## config.mk

```make
export PLATFORM = sky130hd
export DESIGN_NAME = gpio_masked_ports
export DESIGN_NICKNAME = d
export VERILOG_FILES = /design/src/rtl/gpio_pkg.sv /design/src/rtl/gpio_sync.sv /design/src/rtl/gpio_port.sv /design/src/rtl/gpio_masked_ports.sv
export SDC_FILE = /design/constraint.sdc
export NUM_CORES = 1
export LEC_CHECK = 0
export CAP_MARGIN = 10
export CELL_PAD_IN_SITES_DETAIL_PLACEMENT = 1
export CELL_PAD_IN_SITES_GLOBAL_PLACEMENT = 2
export CORE_MARGIN = 2
export CORE_UTILIZATION = 40
export DETAILED_ROUTE_END_ITERATION = 12
export DONT_BUFFER_PORTS = 1
export PLACE_DENSITY_LB_ADDON = 0.1
export SLEW_MARGIN = 20
export SYNTH_ARGS = -nofsm -noshare
export SYNTH_HDL_FRONTEND = slang
export SYNTH_HIERARCHICAL = 1
export SYNTH_SLANG_ARGS = --single-unit
```

## constraint.sdc

```tcl
create_clock -name clk -period 2.1 [get_ports clk]
set_input_delay 0 -clock clk [delete_from_list [all_inputs] [get_ports clk]]
set_output_delay 0 -clock clk [all_outputs]
set_load 0.05 [all_outputs]
```

## src/rtl/gpio_pkg.sv

```systemverilog
package gpio_pkg;
    typedef enum logic [2:0] {
        REG_DIR  = 3'd0,
        REG_PIN  = 3'd1,
        REG_MASK = 3'd2,
        REG_SET  = 3'd3,
        REG_CLR  = 3'd4,
        REG_TOG  = 3'd5
    } reg_sel_e;

    localparam int REG_CNT = 6;
endpackage

```

## src/rtl/gpio_sync.sv

```systemverilog
module gpio_sync #(
    parameter int W = 64
) (
    input  logic         clk,
    input  logic         rst_n,
    input  logic [W-1:0] async_in,
    output logic [W-1:0] sync_out
);
    logic [W-1:0] stage1_q;

    always_ff @(posedge clk) begin
        if (!rst_n) begin
            stage1_q <= '0;
            sync_out <= '0;
        end else begin
            stage1_q <= async_in;
            sync_out <= stage1_q;
        end
    end
endmodule

```

## src/rtl/gpio_port.sv

```systemverilog
module gpio_port
    import gpio_pkg::*;
#(
    parameter int PIN_W = 32,
    localparam int IDX_W = $clog2(PIN_W)
) (
    input  logic             clk,
    input  logic             rst_n,
    input  logic             wr_en,
    input  logic             wr_byte,
    input  reg_sel_e         wr_sel,
    input  logic [IDX_W-1:0] wr_idx,
    input  logic [PIN_W-1:0] wr_data,
    output logic [PIN_W-1:0] dir_q,
    output logic [PIN_W-1:0] mask_q,
    output logic [PIN_W-1:0] latch_q
);
    always_ff @(posedge clk) begin
        if (!rst_n) begin
            dir_q   <= '0;
            mask_q  <= '0;
            latch_q <= '0;
        end else if (wr_en) begin
            if (wr_byte) begin
                latch_q[wr_idx] <= |wr_data;
            end else begin
                unique case (wr_sel)
                    REG_DIR:  dir_q   <= wr_data;
                    REG_PIN:  latch_q <= (latch_q & mask_q) | (wr_data & ~mask_q);
                    REG_MASK: mask_q  <= wr_data;
                    REG_SET:  latch_q <= latch_q | wr_data;
                    REG_CLR:  latch_q <= latch_q & ~wr_data;
                    REG_TOG:  latch_q <= latch_q ^ wr_data;
                    default:  ;
                endcase
            end
        end
    end
endmodule

```

## src/rtl/gpio_masked_ports.sv

```systemverilog
module gpio_masked_ports
    import gpio_pkg::*;
#(
    parameter int PIN_W = 32,
    parameter int NPORT = 2,
    localparam int IDX_W  = $clog2(PIN_W),
    localparam int PSEL_W = (NPORT > 1) ? $clog2(NPORT) : 1,
    localparam int ADDR_W = PSEL_W + 1 + IDX_W,
    localparam int PAD_W  = PIN_W * NPORT
) (
    input  logic              clk,
    input  logic              rst_n,
    input  logic [ADDR_W-1:0] bus_addr,
    input  logic              bus_we,
    input  logic [PIN_W-1:0]  bus_wdata,
    output logic [PIN_W-1:0]  bus_rdata,
    input  logic [PAD_W-1:0]  pad_in,
    output logic [PAD_W-1:0]  pad_out,
    output logic [PAD_W-1:0]  pad_oe
);
    logic [PSEL_W-1:0] port_sel;
    logic              byte_rgn;
    logic [IDX_W-1:0]  idx;
    logic              sel_ok;
    reg_sel_e          sel;
    logic [PAD_W-1:0]  pad_sync;

    logic [PIN_W-1:0] dir_a   [NPORT];
    logic [PIN_W-1:0] mask_a  [NPORT];
    logic [PIN_W-1:0] latch_a [NPORT];
    logic [PIN_W-1:0] raw_a   [NPORT];

    assign port_sel = bus_addr[ADDR_W-1 -: PSEL_W];
    assign byte_rgn = bus_addr[IDX_W];
    assign idx      = bus_addr[IDX_W-1:0];
    assign sel_ok   = idx < IDX_W'(REG_CNT);
    assign sel      = reg_sel_e'(idx[2:0]);

    gpio_sync #(.W(PAD_W)) u_sync (
        .clk      (clk),
        .rst_n    (rst_n),
        .async_in (pad_in),
        .sync_out (pad_sync)
    );

    for (genvar p = 0; p < NPORT; p++) begin : g_port
        logic wr_hit;
        assign wr_hit = bus_we && (port_sel == PSEL_W'(p)) && (byte_rgn || sel_ok);

        gpio_port #(.PIN_W(PIN_W)) u_port (
            .clk     (clk),
            .rst_n   (rst_n),
            .wr_en   (wr_hit),
            .wr_byte (byte_rgn),
            .wr_sel  (sel),
            .wr_idx  (idx),
            .wr_data (bus_wdata),
            .dir_q   (dir_a[p]),
            .mask_q  (mask_a[p]),
            .latch_q (latch_a[p])
        );

        assign raw_a[p] = (dir_a[p] & latch_a[p]) |
                          (~dir_a[p] & pad_sync[p*PIN_W +: PIN_W]);
        assign pad_out[p*PIN_W +: PIN_W] = latch_a[p];
        assign pad_oe[p*PIN_W +: PIN_W]  = dir_a[p];
    end

    logic [PIN_W-1:0] rd_next;

    always_comb begin
        rd_next = '0;
        if (int'(port_sel) < NPORT) begin
            if (byte_rgn) begin
                rd_next[0] = raw_a[port_sel][idx];
            end else if (sel_ok) begin
                unique case (sel)
                    REG_DIR:  rd_next = dir_a[port_sel];
                    REG_PIN:  rd_next = raw_a[port_sel] & ~mask_a[port_sel];
                    REG_MASK: rd_next = mask_a[port_sel];
                    default:  rd_next = '0;
                endcase
            end
        end
    end

    always_ff @(posedge clk) begin
        if (!rst_n) bus_rdata <= '0;
        else        bus_rdata <= rd_next;
    end
endmodule

```

After elaboration in Yosys (flattened, before gate mapping):

Cells that the tools add are included.

* bits in registers: 352
* bits of input ports: 106
* output and inout bits: 160
* word-level logic and storage cells: 87

* $lt $le $gt $ge: 4
* equality and inequality tests: 5
* muxes and demuxes: 22
* bitwise logic cells: 30
* reduce and logical (&&, ||, !) cells: 16

Operator list (number)
* AND 32 bit: 11
* two-way mux 32 bit: 11
* one-hot mux 32 bit (4 select lines): 2
* NOT 32 bit: 6
* OR 32 bit: 6
* one-hot mux 32 bit (3 select lines): 1
* bitwise mux 32 bit: 2
* XOR 32 bit: 2
* OR reduction 32 bit: 1
* AND reduction 3 bit: 4
* equality test 3 x 2 -> 1 bit, second input constant: 2
* equality test 3 bit, second input constant: 2
* less-than comparator 5 x 6 -> 1 bit, second input constant: 1
* binary-select mux 1 bit (select 5 bit): 1
* demux 1 bit (select 5 bit): 1
* greater-or-equal comparator 5 x 1 -> 1 bit, second input constant: 1
* logical AND 1 bit: 5
* less-than comparator 5 x 3 -> 1 bit, second input constant: 1
* nonzero test 5 bit: 1
* two-way mux 1 bit: 4
* NOT 1 bit: 4
* AND reduction 2 bit: 2
* equality test 3 x 1 -> 1 bit, second input constant: 1
* zero test 3 bit: 1
* 4 further kinds: 4

Longest topological paths before layout:

* word-level depth: 10
* depth in mapped cells: 11
* mapped depth without buffers: 8

Hierarchy:

Netlist, hierarchy kept.

Modules (own cells, without submodules)
* gpio_port at g_port[1].u_port: instances 1, cells an instance 782, area an instance 6627.6 µm², seq. area each 1921.8 µm²
* gpio_port at g_port[0].u_port: instances 1, cells an instance 782, area an instance 6620.1 µm², seq. area each 1921.8 µm²
* gpio_masked_ports: instances 1, cells an instance 422, area an instance 3582.2 µm², seq. area each 640.6 µm²
* gpio_sync: instances 1, cells an instance 270, area an instance 3550.9 µm², seq. area each 2562.5 µm²

Worst setup path after synthesis:

Ideal clock, no wire load.

* kind: register to register
* start: register g_port[1].u_port.dir_q[26]
* end: register bus_rdata[0]
* setup time: 125 ps
* data arrival time: 1983 ps
* data required time: 1975 ps
* setup slack: -8 ps
* stages on the path, launching flop included: 7
* path buffers: 0
* clock period less this slack: 2108 ps
* cells stage by stage: dfxtp_1 mux2_2 mux4_2 nor3b_1 a311oi_1 a21oi_1 o41ai_2

* longest elaborated chain between the ends: 9
* elaborated cells between the ends (all ways): 10
* those cells by class: mux (6); bitwise (4)

RTL lines
* from (decl): line gpio_port.sv:14 `output logic [PIN_W-1:0] dir_q,`
* from (signal assigned): line gpio_port.sv:28 `REG_DIR: dir_q <= wr_data;`
* NOT 32 bit: line gpio_masked_ports.sv:64 `(~dir_a[p] & pad_sync[p*PIN_W +: PIN_W]);`
* AND 32 bit: line gpio_masked_ports.sv:64
* OR 32 bit *: line gpio_masked_ports.sv:63 `assign raw_a[p] = (dir_a[p] & latch_a[p]) |`
* two-way mux 32 bit (not written as such) * (3 in a row): line gpio_masked_ports.sv:75 `rd_next[0] = raw_a[port_sel][idx];`
* binary-select mux 1 bit (select 5 bit) *: line gpio_masked_ports.sv:75
* two-way mux 1 bit (not written as such) *: line gpio_masked_ports.sv:75
* two-way mux 1 bit *: line gpio_masked_ports.sv:74 `if (byte_rgn) begin`
* to (signal assigned): line gpio_masked_ports.sv:89 `else bus_rdata <= rd_next;`
* to (decl): line gpio_masked_ports.sv:16 `output logic [PIN_W-1:0] bus_rdata,`

Mark *: on every way between the ends. The rest lies on a longest branch, timed or not. The select of a mux whose other input is x is not followed.
A chain may end at the register's enable or synchronous reset.

==> results by group <==
Run status
  – Result of the run: finished with violations
  – Violations in the final reports: hold timing

STA
  – Final hold vios: 14
  – Post-route minimum period: 2.098 ns
  – Worst Max-Slew Pin Slew: 1.085 ns
  – Post-Route Setup TNS: 0 ns
  – Total of endpoints with negative setup slack in the final report: 0
  – Worst relative slew slack: 27.45%
  – Final slew viol count: 0
  – Part of the cycle the worst path needs: 99.92%
  – Fmax: 476.6 MHz
  – Worst Hold Margin: -0.03031 ns
  – Clock Skews: 0.02414 ns

GRT
  – Grt ovf: 0
  – Antenna violations before repair: 12
  – Global-route wire length before repair: 155,800 um
  – Vias in the first global route: 21,370
  – Maximum number of pins on one net before global-route repair: 184
  – Total global routing track utilization: 40.52%

CTS
  – CTS root buf: clkbuf_16
  – Maximum level of the CTS H-tree: 2
  – Cts bufs inserted: 42
  – TritonCTS clock tree: built
  – Clk Latency, worst-skew pair: 0.60 ns
  – Clock-pin slew of the registers on the worst-case setup and hold paths: 0.06 ns
  – Sinks on Clock Net: 352
  – Maximum root-to-sink buffer count: 3

Pwr
  – Power per standard cell area: 674.3 nW/um^2
  – VDD IR-drop max: 0.8381 mV
  – Total power of the final layout: 18.12 mW
  – Static leakage power: 11.32 nW

Synth
  – Count of synthesis-stage warnings from yosys: 6
  – Gate count after technology mapping: 2,256
  – Cell area after technology mapping: 20,380 sq um
  – Main flop type after synthesis: dfxtp_1
  – Number of synthesized flops with an enable pin: 0
  – Mean cell area of the mapped netlist: 9.034 sq um
  – Number of unique standard cell types used by synthesis: 73
  – Post-synthesis register bit count: 352
  – Sequential-to-total area share from yosys stat: 34.58%
  – Async SR Flop Fraction: 0%
  – Synth Net Count: 2,490

Min path
  – Hold Path Cell Cnt: 2
  – Worst hold path class: input port to flop
  – Worst Hold Path EP: g_port[0].u_port/dir_q[14]
  – Worst min-delay path startpoint: rst_n

Worst setup path
  – Path length in cells of the critical path: 8
  – Reg2Reg Depth: 7
  – Most Frequent Cell on Critical Path: dlygate4sd3_1
  – Worst reg2reg path endpoint: bus_rdata[0]
  – Flop2flop setup slack: 0.07 ns
  – Worst setup path startpoint: bus_wdata[26]
  – Setup CP Type: input port to flop
  – Crit Reg-Reg Startpoint: g_port[1].u_port/dir_q[26]
  – Worst Path Arrival: 2.57 ns
  – Cell class contributing the biggest share of worst-path delay: buffers and inverters
  – Critical Path Slowest Stage Cell: dlygate4sd3_1
  – Capturing element type of the critical path: flop
  – Critical Path Fanout Max: 8
  – Worst stage delay on the critical path: 0.58 ns
  – Worst EP required: 2.57 ns
  – Cells along the critical path: nor4_2 -> nand4_2 -> o211ai_2 -> dlygate4sd3_1 -> buf_4 -> o32a_2 -> dlygate4sd3_1 -> a21oi_1
  – Crit path buf inv count: 3
  – Startpoint types: input port

Placed design
  – Count of input and output buffers: 0
  – Global placement routability congestion: 0.8920
  – Dpl hpwl: 65,510 um
  – Dpl cells: 2,980

Floorplanning
  – Core footprint: 50,270 sq um
  – Die width: 229.7 um
  – Initial standard-cell utilization of the core: 40.54%
  – I/O pin count: 266
  – Die area: 52,770 sq um
  – Die height: 229.7 um
  – Number of core rows: 82

Route
  – Drt first-iter violations: 2,023
  – Post-detailed-route via-to-cell ratio: 6.170
  – Final routed DRC violation total: 0
  – Drt wl/cell: 33.02 um
  – First drt pass iteration count: 7
  – Antenna violation net count after detailed routing: 0
  – Via count of the routed design: 20,790
  – Final wirelength: 111,300 um

Final layout
  – Fin nets: 2,891
  – Number of non-filler instances in the completed layout: 3,370
  – Proportion of layout cells with a drive suffix above 1: 18.14%
  – Filler cells: 5,701
  – Layout-stage area growth over the synthesis result: 31.84%

Flow run
  – Number of max-cap violations: 0
## kinds of logic after synthesis
logic type / count (synthesis) / share of synthesized area [%]
buf+inv: 314 / 7.330
mux: 263 / 13.76
compound gates: 621 / 20.74
flops: 352 / 34.58
fa+ha+maj: 128 / 7.858
simple gates: 578 / 15.74
## Yosys cell counts, types with 44 or more instances
master      n  area share, %
mux2_2     67            3.7
inv_1     158            2.9
a22oi_1    44            1.6
o21ai_0    97            2.4
a21oi_1   168            4.1
nor2_1     94            1.7
clkbuf_1   59            1.1
ha_1      128            7.9
nor2b_1    94            2.9
nand2_1   176            3.2
a21boi_0   54            2.0
dfxtp_1   352             35
and2_1    103            3.2
mux2i_1   189            9.3
buf_2      49            1.2
## routing by layer
layer	track usage (%)	part of all wire [%]	routed length [um]
met1	52.47	40	44930
met2	62.78	44	48520
met3	11.72	11	11840
met4	17.50	5.3	5949
met5	0	0.025	28
## worst max-delay path by stage
stage                            endpoint  slack, ns
3_3_place_gp                 bus_rdata[0]       0.01
4_1_cts                              flop       0.01
5_1_grt        g_port[1].u_port/dir_q[31]      -0.05
3_5_place_dp                 bus_rdata[0]       0.01
6_report                             flop      0.002
2_1_floorplan                bus_rdata[0]      0.003
## placed cells by master, fill, tap and decap left out, types with 42 or more instances in the layout
cell type	netlist	routed
a21boi_0	54	42
inv_1	158	158
a21oi_1	168	167
dfxtp_1	352	342
nor2b_1	94	94
ha_1	128	128
mux2_2	67	67
mux2i_1	189	189
a22oi_1	44	44
and2_1	103	103
nor2_1	94	93
dlygate4sd3_1	0	278
clkbuf_16	0	45
o21ai_0	97	96
buf_4	14	206
nand2_1	176	174
## per-stage QoR
| step | hold WS [ns] | setup WS (ns) | instance area, sq um | util, % |
|---|---|---|---|---|
| floorplan | 0.1273 | 0.003433 | 20380 | - |
| global placement | 0.1281 | 0.01067 | 22030 | 43.83 |
| detailed placement | 0.1313 | 0.01395 | 22030 | 43.83 |
| CTS | 0.0009633 | 0.01256 | 26720 | 53.15 |
| global route | 0.01125 | -0.05375 | 26860 | 53.43 |
| finish | -0.03031 | 0.001716 | 26870 | 53.45 |
## layout make-up
cell class                 count  area [sq um]  area share, %
tap                          672         840.8          3.129
timing repair buffer         510          4860          18.09
antenna                        8         20.02        0.07451
clock buffer                  51          1156          4.303
inverter                     161         606.8          2.258
multi-input combinational   1590         11930          44.40
clock inverter                26         391.6          1.458
sequential                   352          7064          26.29
## worst register-to-register path, stage by stage (launching register included)
cell,delay (ns)
dfxtp_2,0.34
mux2_2,0.34
mux4_2,0.51
nor3b_2,0.23
a311oi_2,0.07
buf_4,0.18
a21oi_4,0.16
o41ai_2,0.10
## power breakdown
| group | internal [mW] | leakage [nW] | total (mW) | switching [mW] |
|---|---|---|---|---|
| logic | 1.10 | 7.70 | 2.72 | 1.62 |
| clock network | 4.96 | 0.745 | 8.37 | 3.41 |
| registers | 6.86 | 2.87 | 7.03 | 0.172 |
## what timing repair did
action / CTS / global route
setup endpoints to repair: 0 / 33
hold buffers: 302 / 2
gates resized for setup: 0 / 41
buffers inserted: 0 / 15
endpoints found under the hold margin: 352 / 7
No activity file was read; power rests on OpenSTA's default activity.
